`src/rtl/dram_seq_pkg.sv`:
```
package dram_seq_pkg;

    localparam int CW_W      = 32;
    localparam int START_BIT = 0;
    localparam int PD_BIT    = 16;
    localparam int WMR_BIT   = 24;

    typedef enum logic [2:0] {
        S_IDLE  = 3'd0,
        S_INIT  = 3'd1,
        S_RUN   = 3'd2,
        S_MRW   = 3'd3,
        S_DRAIN = 3'd4,
        S_PRE   = 3'd5,
        S_PD    = 3'd6,
        S_EXIT  = 3'd7
    } seq_state_e;

endpackage

```
`src/rtl/dram_seq_dllrst.sv`:
```
module dram_seq_dllrst (
    input  logic clk,
    input  logic rst_n,
    input  logic start_i,
    output logic dll_rst_o
);
    typedef struct packed {
        logic prev;
    } dll_regs_t;

    dll_regs_t r_q, r_d;

    always_comb begin
        r_d      = r_q;
        r_d.prev = start_i;
    end

    always_ff @(posedge clk or negedge rst_n) begin
        if (!rst_n) r_q <= '0;
        else        r_q <= r_d;
    end

    assign dll_rst_o = start_i && !r_q.prev;

    // the relock pulse never stretches beyond one cycle
    assert_dll_pulse_single_R5: assert property (@(posedge clk) disable iff (!rst_n)
        dll_rst_o |=> !dll_rst_o);

endmodule

```
`src/rtl/dram_seq_mrw.sv`:
```
module dram_seq_mrw #(
    parameter int NUM_MR = 4,
    parameter int MR_GAP = 2,
    localparam int SEL_W = (NUM_MR > 1) ? $clog2(NUM_MR) : 1,
    localparam int GAP_W = (MR_GAP > 1) ? $clog2(MR_GAP) : 1
) (
    input  logic             clk,
    input  logic             rst_n,
    input  logic             go_i,
    output logic             mr_wr_o,
    output logic [SEL_W-1:0] mr_sel_o,
    output logic             done_o
);
    localparam logic [SEL_W-1:0] LAST_SEL = SEL_W'(NUM_MR - 1);
    localparam logic [GAP_W-1:0] GAP_LOAD = GAP_W'(MR_GAP - 1);

    typedef struct packed {
        logic             active;
        logic [SEL_W-1:0] idx;
        logic [GAP_W-1:0] gap;
    } mrw_regs_t;

    mrw_regs_t r_q, r_d;

    always_comb begin
        r_d     = r_q;
        mr_wr_o = r_q.active && (r_q.gap == '0);
        done_o  = 1'b0;
        if (go_i) begin
            r_d.active = 1'b1;
            r_d.idx    = '0;
            r_d.gap    = '0;
        end else if (mr_wr_o) begin
            if (r_q.idx == LAST_SEL) begin
                r_d.active = 1'b0;
                done_o     = 1'b1;
            end else begin
                r_d.idx = r_q.idx + 1'b1;
                r_d.gap = GAP_LOAD;
            end
        end else if (r_q.active) begin
            r_d.gap = r_q.gap - 1'b1;
        end
    end

    always_ff @(posedge clk or negedge rst_n) begin
        if (!rst_n) r_q <= '0;
        else        r_q <= r_d;
    end

    assign mr_sel_o = r_q.idx;

    // the index never runs past the last mode register
    assert_mr_index_range_R6: assert property (@(posedge clk) disable iff (!rst_n)
        r_q.active |-> (r_q.idx <= LAST_SEL));

    // the final write closes the sequence
    assert_mr_last_closes_R6: assert property (@(posedge clk) disable iff (!rst_n)
        (mr_wr_o && (mr_sel_o == LAST_SEL) && !go_i) |=> !mr_wr_o);

endmodule

```
`src/rtl/dram_ctl_seq.sv`:
```
module dram_ctl_seq
    import dram_seq_pkg::*;
#(
    parameter int NUM_MR = 4,
    parameter int MR_GAP = 2,
    parameter int XP_CYC = 3,
    localparam int MR_SEL_W = (NUM_MR > 1) ? $clog2(NUM_MR) : 1,
    localparam int XP_W     = (XP_CYC > 1) ? $clog2(XP_CYC) : 1
) (
    input  logic                clk,
    input  logic                rst_n,
    input  logic                reg_wr,
    input  logic [31:0]         reg_wdata,
    output logic [31:0]         reg_rdata,
    input  logic                ctrl_init_done,
    input  logic                phy_init_done,
    input  logic                cq_valid,
    output logic                q_accept,
    output logic                cq_issue,
    input  logic                burst_busy,
    output logic                cke,
    output logic                pre_all,
    output logic                mr_wr,
    output logic [MR_SEL_W-1:0] mr_sel,
    output logic                dll_rst
);
    localparam logic [XP_W-1:0] XP_LOAD = XP_W'(XP_CYC - 1);

    typedef struct packed {
        seq_state_e      state;
        logic            start;
        logic            pd;
        logic            pend;
        logic            cke;
        logic [XP_W-1:0] xcnt;
    } seq_regs_t;

    seq_regs_t r_q, r_d;
    logic      mrw_go;
    logic      mrw_done;

    always_comb begin
        r_d    = r_q;
        mrw_go = 1'b0;
        unique case (r_q.state)
            S_IDLE: if (r_q.start && phy_init_done) begin
                r_d.state = S_INIT;
                r_d.cke   = 1'b1;
                mrw_go    = 1'b1;
            end
            S_INIT, S_MRW: if (mrw_done) r_d.state = S_RUN;
            S_RUN: begin
                if (r_q.pend) begin
                    r_d.state = S_MRW;
                    r_d.pend  = 1'b0;
                    mrw_go    = 1'b1;
                end else if (r_q.pd) begin
                    r_d.state = S_DRAIN;
                end
            end
            S_DRAIN: if (!burst_busy) r_d.state = S_PRE;
            S_PRE: begin
                r_d.state = S_PD;
                r_d.cke   = 1'b0;
            end
            S_PD: if (!r_q.pd) begin
                r_d.state = S_EXIT;
                r_d.cke   = 1'b1;
                r_d.xcnt  = XP_LOAD;
            end
            S_EXIT: begin
                if (r_q.xcnt == '0) r_d.state = S_RUN;
                else                r_d.xcnt  = r_q.xcnt - 1'b1;
            end
            default: r_d.state = S_IDLE;
        endcase
        if (reg_wr) begin
            r_d.start = reg_wdata[START_BIT];
            r_d.pd    = reg_wdata[PD_BIT];
            if (reg_wdata[WMR_BIT] && r_q.cke) r_d.pend = 1'b1;
        end
    end

    always_ff @(posedge clk or negedge rst_n) begin
        if (!rst_n) begin
            r_q       <= '0;
            r_q.state <= S_IDLE;
        end else begin
            r_q <= r_d;
        end
    end

    dram_seq_mrw #(
        .NUM_MR (NUM_MR),
        .MR_GAP (MR_GAP)
    ) u_mrw (
        .clk      (clk),
        .rst_n    (rst_n),
        .go_i     (mrw_go),
        .mr_wr_o  (mr_wr),
        .mr_sel_o (mr_sel),
        .done_o   (mrw_done)
    );

    dram_seq_dllrst u_dll (
        .clk       (clk),
        .rst_n     (rst_n),
        .start_i   (r_q.start),
        .dll_rst_o (dll_rst)
    );

    always_comb begin
        reg_rdata            = '0;
        reg_rdata[START_BIT] = r_q.start;
        reg_rdata[PD_BIT]    = r_q.pd;
    end

    assign q_accept = ctrl_init_done && phy_init_done;
    assign cq_issue = (r_q.state == S_RUN) && !r_q.pend && !r_q.pd && cq_valid && q_accept;
    assign cke      = r_q.cke;
    assign pre_all  = (r_q.state == S_PRE);

    // clock enable only drops right after a precharge-all
    assert_pre_before_cke_drop_R7: assert property (@(posedge clk) disable iff (!rst_n)
        $fell(cke) |-> $past(pre_all));

    assert_cke_low_after_pre_R7: assert property (@(posedge clk) disable iff (!rst_n)
        pre_all |=> !cke);

    assert_no_issue_cke_low_R8: assert property (@(posedge clk) disable iff (!rst_n)
        !cke |-> !cq_issue);

    // first cycle of a raised clock enable never carries a command
    assert_exit_holdoff_R9: assert property (@(posedge clk) disable iff (!rst_n)
        $rose(cke) |-> !cq_issue);

    assert_no_issue_during_mrw_R10: assert property (@(posedge clk) disable iff (!rst_n)
        mr_wr |-> !cq_issue);

    assert_mrw_needs_cke_R11: assert property (@(posedge clk) disable iff (!rst_n)
        mr_wr |-> cke);

endmodule

```
`config.mk`:
```
export PLATFORM = sky130hd
export DESIGN_NAME = dram_ctl_seq
export DESIGN_NICKNAME = d
export VERILOG_FILES = /design/src/rtl/dram_seq_pkg.sv /design/src/rtl/dram_seq_dllrst.sv /design/src/rtl/dram_seq_mrw.sv /design/src/rtl/dram_ctl_seq.sv
export SDC_FILE = /design/constraint.sdc
export NUM_CORES = 1
export LEC_CHECK = 0
export CAP_MARGIN = 20
export CORE_MARGIN = 5
export CORE_UTILIZATION = 34
export DETAILED_ROUTE_END_ITERATION = 8
export PLACE_DENSITY_LB_ADDON = 0.05
export REMOVE_ABC_BUFFERS = 1
export SETUP_SLACK_MARGIN = 0.1
export SLEW_MARGIN = 20
export SYNTH_ARGS = -nofsm -noshare
export SYNTH_HDL_FRONTEND = slang
export SYNTH_HIERARCHICAL = 1
export SYNTH_SLANG_ARGS = --single-unit
export TNS_END_PERCENT = 100
```
`constraint.sdc`:
```
create_clock -name clk -period 2.1 [get_ports clk]
set_input_delay 0.42 -clock clk [delete_from_list [all_inputs] [get_ports clk]]
set_output_delay 0.42 -clock clk [all_outputs]
set_load 0.05 [all_outputs]
```
# Word-level counts from Yosys, hierarchy flattened

Cells that the tools add are included.

Input port bits: 39
Output and inout port bits: 40
ROM bits: 0
Memories kept: 0
Latch bits: 0
Flip-flop bits (word level): 14
Bits in writable memories: 0
Word-level logic and storage cells: 85

Divide/modulo/power cells: 0
Add/sub/neg operators: 3
Multipliers: 0
Reductions and logical operators: 26
Shifts and indexed selects: 0
Muxes and demuxes: 28
Bitwise logic cells: 1
Equality and inequality tests: 17
Order comparisons: 0

Operator list:

| kind                                                 | number |
|---|---|
| 2-to-1 mux 3 bit                                     | 10 |
| one-hot mux 3 bit (7 select lines)                   | 1 |
| != test 2 bit (second input constant)                | 7 |
| equality test 3 bit (second input constant)          | 4 |
| 2-to-1 mux 1 bit                                     | 12 |
| logical AND 1 bit                                    | 9 |
| equality test 3 x 2 -> 1 bit (second input constant) | 2 |
| != test 3 bit (second input constant)                | 2 |
| AND reduction 2 bit                                  | 3 |
| AND reduction 3 bit                                  | 2 |
| AND reduction 6 bit                                  | 1 |
| nonzero test 2 bit                                   | 3 |
| nonzero test 3 bit                                   | 2 |
| 2-to-1 mux 4 bit                                     | 1 |
| one-hot mux 2 bit (2 select lines)                   | 1 |
| equality test 3 x 1 -> 1 bit (second input constant) | 1 |
| zero test 1 bit                                      | 3 |
| zero test 3 bit                                      | 1 |
| one-hot mux 1 bit (3 select lines)                   | 1 |
| adder 2 x 1 -> 2 bit (second input constant)         | 1 |
| equality test 2 bit (second input constant)          | 1 |
| zero test 2 bit                                      | 1 |
| 2-to-1 mux 2 bit                                     | 1 |
| one-hot mux 1 bit (2 select lines)                   | 1 |
| other kinds (4)                                      | 4 |

# Depth between registers and ports, before layout

Depth after elaboration: 6
Depth in mapped cells: 8
Depth with buffers taken out: 7

# Hierarchy

The synthesis kept the hierarchy.

By module, submodules not included:

| module          | area an instance (um^2) | sequential area each (um^2) | times used | cells each |
|---|---|---|---|---|
| dram_ctl_seq    | 779.5                   | 225.2                       | 1          | 89 |
| dram_seq_mrw    | 236.5                   | 100.1                       | 1          | 20 |
| dram_seq_dllrst | 38.8                    | 25.0                        | 1          | 2 |

# Worst setup path before layout

OpenSTA, ideal clock, no wires.

Path kind: input to output
From: input ctrl_init_done
To: output cq_issue
Buffers on the path: 0
Required time: 1.680 ns
Slack: 0.254 ns
Arrival: 1.426 ns
Stages: 2
Cell sequence: and2_1 and4_1

Word-level cells in the longest chain between the ends: 2

RTL lines:

| element            | line                | source |
|---|---|---|
| start: declaration | dram_ctl_seq.sv:15  | `input logic ctrl_init_done,` |
| logical AND 1 bit  | dram_ctl_seq.sv:118 | `assign q_accept = ctrl_init_done && phy_init_done;` |
| logical AND 1 bit  | dram_ctl_seq.sv:119 | `assign cq_issue = (r_q.state == S_RUN) && !r_q.pend && !r_q.pd && cq_valid && q_accept;` |
| end: declaration   | dram_ctl_seq.sv:19  | `output logic cq_issue,` |

Every way passes these cells.

# Final worst setup path

From: input cq_valid
To: output cq_issue

Word-level cells in the longest chain between the ends: 2

RTL lines:

| element                         | line                | source |
|---|---|---|
| start: declaration              | dram_ctl_seq.sv:17  | `input logic cq_valid,` |
| logical AND 1 bit (2 in series) | dram_ctl_seq.sv:119 |  |

Every way passes these cells.

==> run_results.csv <==
group,metric,value,unit
status,status,"complete, no violations",
clock_tree,cts_root_buffer,"clkbuf_4",
sta,report.final.hold_viol_count,0,
setup_path,worst-path-stages,4,
sta,tns,0,ns
floorplanning,die_h,65.7,µm
synthesis,synthesis.area,1050,µm²
final_layout,multi_input_area,517,µm²
synthesis,yosysSeqAreaShare,33.2,%
final_layout,instances_no_fill,166,
detailed_routing,vias,746,
synthesis,synth_most_common_cell,"buf_4",
sta,finalSetupViolCount,0,
clock_tree,cts.clk_slew.worst_paths,0.09,ns
detailed_routing,wl_per_cell,11.9,µm
sta,max-slew-margin-rel,66.6,%
setup_path,slowest_stage,"clkdlybuf4s50_1",
final_layout,layout-drive-gt1-share,21.1,%
clock_tree,numCtsBuffers,3,
detailed_routing,routed_wl,1970,µm
global_routing,grt_pass1_vias,694,
synthesis,synth_top_area_share,33.2,%
placed_design,gp_congestion,0.728,
sta,skew,0.000183,ns
synthesis,synthDistinctLibCells,35,
pwr,ir_worst_vdd,0.493,mV
placed_design,hpwlAfterDp,1570,µm
detailed_routing,ant_nets,0,
setup_path,crit_family,"buffers and inverters",
final_layout,post-route-util,40.9,%
final_layout,fill_cells,309,
placed_design,dp_slack,0.133,ns
detailed_routing,drtIter0Drc,20,
floorplanning,coreArea,3000,µm²
setup_path,endpoint_kind,"primary output",
sta,timing.fmax,526,MHz
setup_path,critPathRequiredTime,1.68,ns
floorplanning,pin_count,79,
setup_path,slowest_delay,0.45,ns
sta,maxSlewViolCount,0,
synthesis,ys_warn_count,6,
setup_path,rrSetupSlack,0.50,ns
floorplanning,die_area,4320,µm²
final_layout,area_growth,16.4,%
sta,rsz0062_at_grt,"yes",
floorplanning,rows,20,
setup_path,crit_chain,"clkdlybuf4s50_1 -> nor4b_1 -> and4_1 -> buf_12",
sta,hold_slack,0.439,ns
synthesis,synth_ff_type,"dfrtp_1",
setup_path,endpoint,"cq_issue",
setup_path,worstPathArrival,1.48,ns
clock_tree,cts_tree,"built",
pwr,power.density_cell_area,1070,nW/µm²
setup_path,rr_worst_depth,6,
clock_tree,hold_buffers,0,
pwr,finalPower,1.31,mW
placed_design,placed_area,1170,µm²
synthesis,synth_common_cells,"buf_4 (34), dfrtp_1 (14), inv_1 (6)",
pwr,leakage,0.635,nW
clock_tree,h-tree-depth,1,
detailed_routing,detail_route.vias_per_cell,4.49,
final_layout,regArea,353,µm²
final_layout,fin_area,1230,µm²
placed_design,io_buffers,19,
placed_design,dp.cells,161,
setup_path,cp_num_buf_inv,2,
floorplanning,start_util,35.1,%
clock_tree,cts_buffer_depth,2,
synthesis,async_reset_ff_share,100,%
setup_path,critPathLaunch,"cq_valid",
sta,tightest_slew,0.500,ns
synthesis,synth-edff-count,0,
detailed_routing,drtPass1Iterations,4,
synthesis,syn-instance-count,111,
synthesis,synth_area_per_cell,9.50,µm²
detailed_routing,drc_errors,0,
global_routing,grt_antenna_before_repair,0,
clock_tree,clock_latency,0.28,ns
clock_tree,cts.sinks,14,
synthesis,synth_area_leaders,"dfrtp_1 (33%), buf_4 (24%), mux2_2 (3.2%)",
floorplanning,die_x,65.7,µm
global_routing,grt_use_total,9.59,%
setup_path,critical_path.max_fanout,1,
sta,period_share,90.6,%
synthesis,synth_seq_cells,14,
global_routing,grt_max_degree,16,
setup_path,rr_endpoint,"r_q[6]$_DFFE_PN0P_",
setup_path,setup.worst_path.class,"in2out",
setup_path,startpoint_type,"input pin",
setup_path,r2r-start,"r_q[8]$_DFFE_PN0P_",
run,max-cap-violations,0,
sta,min_period,1.90,ns
final_layout,finalNetCount,175,
global_routing,grt_pass1_wl,3150,µm
synthesis,synth_top_area_cell,"dfrtp_1",
global_routing,overflow,0,
sta,setup_slack,0.198,ns
hold_path,hold_class,"in2async",
final_layout,n_antenna_cell,0,
-- worst min path at each step --
stage,start,to,depth (start not counted)
2_1_floorplan,rst_n,cke$_DFFE_PN0P_,0
3_3_place_gp,reg_rdata[0]$_DFFE_PN0P_,u_dll/r_q$_DFF_PN0_,1
3_5_place_dp,reg_rdata[0]$_DFFE_PN0P_,u_dll/r_q$_DFF_PN0_,1
4_1_cts,rst_n,reg_rdata[16]$_DFFE_PN0P_,2
5_1_grt,rst_n,r_q[3]$_DFF_PN0_,2
6_report,rst_n,r_q[6]$_DFFE_PN0P_,2
-- worst reg2reg max path: stages, from the launching register on --
cell and delay (ns):
dfrtp_2 0.48, buf_4 0.18, nor3_1 0.21, and3b_1 0.22, o21ai_0 0.16, nor2_1 0.06
a311oi_1 0.19
-- flip-flops by register name (all words and copies together), names as in the netlist --
| register | count |
|---|---|
| cke | 1 |
| r_q | 6 |
| reg_rdata | 2 |
| u_dll/r_q | 1 |
| u_mrw/mr_sel_o | 2 |
| u_mrw/r_q | 2 |
-- cell usage in the layout, fill, tap and decap left out, types with 2 or more instances in the layout --
cell type | Yosys | layout
a21o_1 | 2 | 2
nor3_1 | 2 | 2
clkbuf_4 | 0 | 3
o21ai_0 | 5 | 5
a41oi_1 | 2 | 2
nand2_1 | 3 | 3
a21oi_1 | 2 | 2
nand2b_1 | 4 | 4
buf_4 | 34 | 11
mux2_2 | 3 | 3
nor2_1 | 4 | 4
buf_12 | 0 | 2
nor2b_1 | 2 | 2
clkdlybuf4s50_1 | 0 | 11
conb_1 | 1 | 30
ha_1 | 2 | 2
inv_1 | 6 | 6
and3b_1 | 2 | 2
a31oi_1 | 3 | 3
dlymetal6s2s_1 | 0 | 2
dfrtp_2 | 0 | 2
dfrtp_1 | 14 | 12
-- cells by family after synthesis --
logic type / Yosys count / share of synthesized area, %
buffers and inverters: 43 / 28.4
AND/OR/NAND/NOR: 27 / 17.3
AO/OA/AOI/OAI: 19 / 13.2
flip-flops: 14 / 33.2
multiplexers: 5 / 5.22
adder cells (fa/ha/maj): 2 / 2.37
other: 1 / 0.356
-- power breakdown --
| group | switching, mW | leakage [nW] | internal (mW) |
|---|---|---|---|
| clock network | 0.0953 | 0.0210 | 0.105 |
| registers | 0.0681 | 0.172 | 0.345 |
| logic | 0.443 | 0.442 | 0.258 |
| total | 0.607 | 0.635 | 0.708 |
-- routing by layer --
layer / vias up / routed length (µm) / global-route usage, %
met5: - / 0 / 0
met4: 0 / 12 / 2.33
met3: 2 / 160 / 4.10
met2: 29 / 961 / 16.1
met1: 354 / 837 / 11.1
li1: 361 / - / -
-- area by class of cell --
cell class / instances / area share (%)
well taps: 33 / 3.36
flip-flops and latches: 14 / 28.7
clock buffers: 4 / 2.96
inverters: 6 / 1.83
repair buffers: 26 / 21.0
multi-input cells: 83 / 42.1
-- what timing repair did --
| action | 4_1_cts | 5_1_grt |
|---|---|---|
| endpoints found under the hold margin | 0 | 0 |
| setup buffers | 0 | 1 |
| endpoints found under the setup margin | 1 | 3 |
| resized for setup | 1 | 4 |
Power figures use the tool's default switching activity.
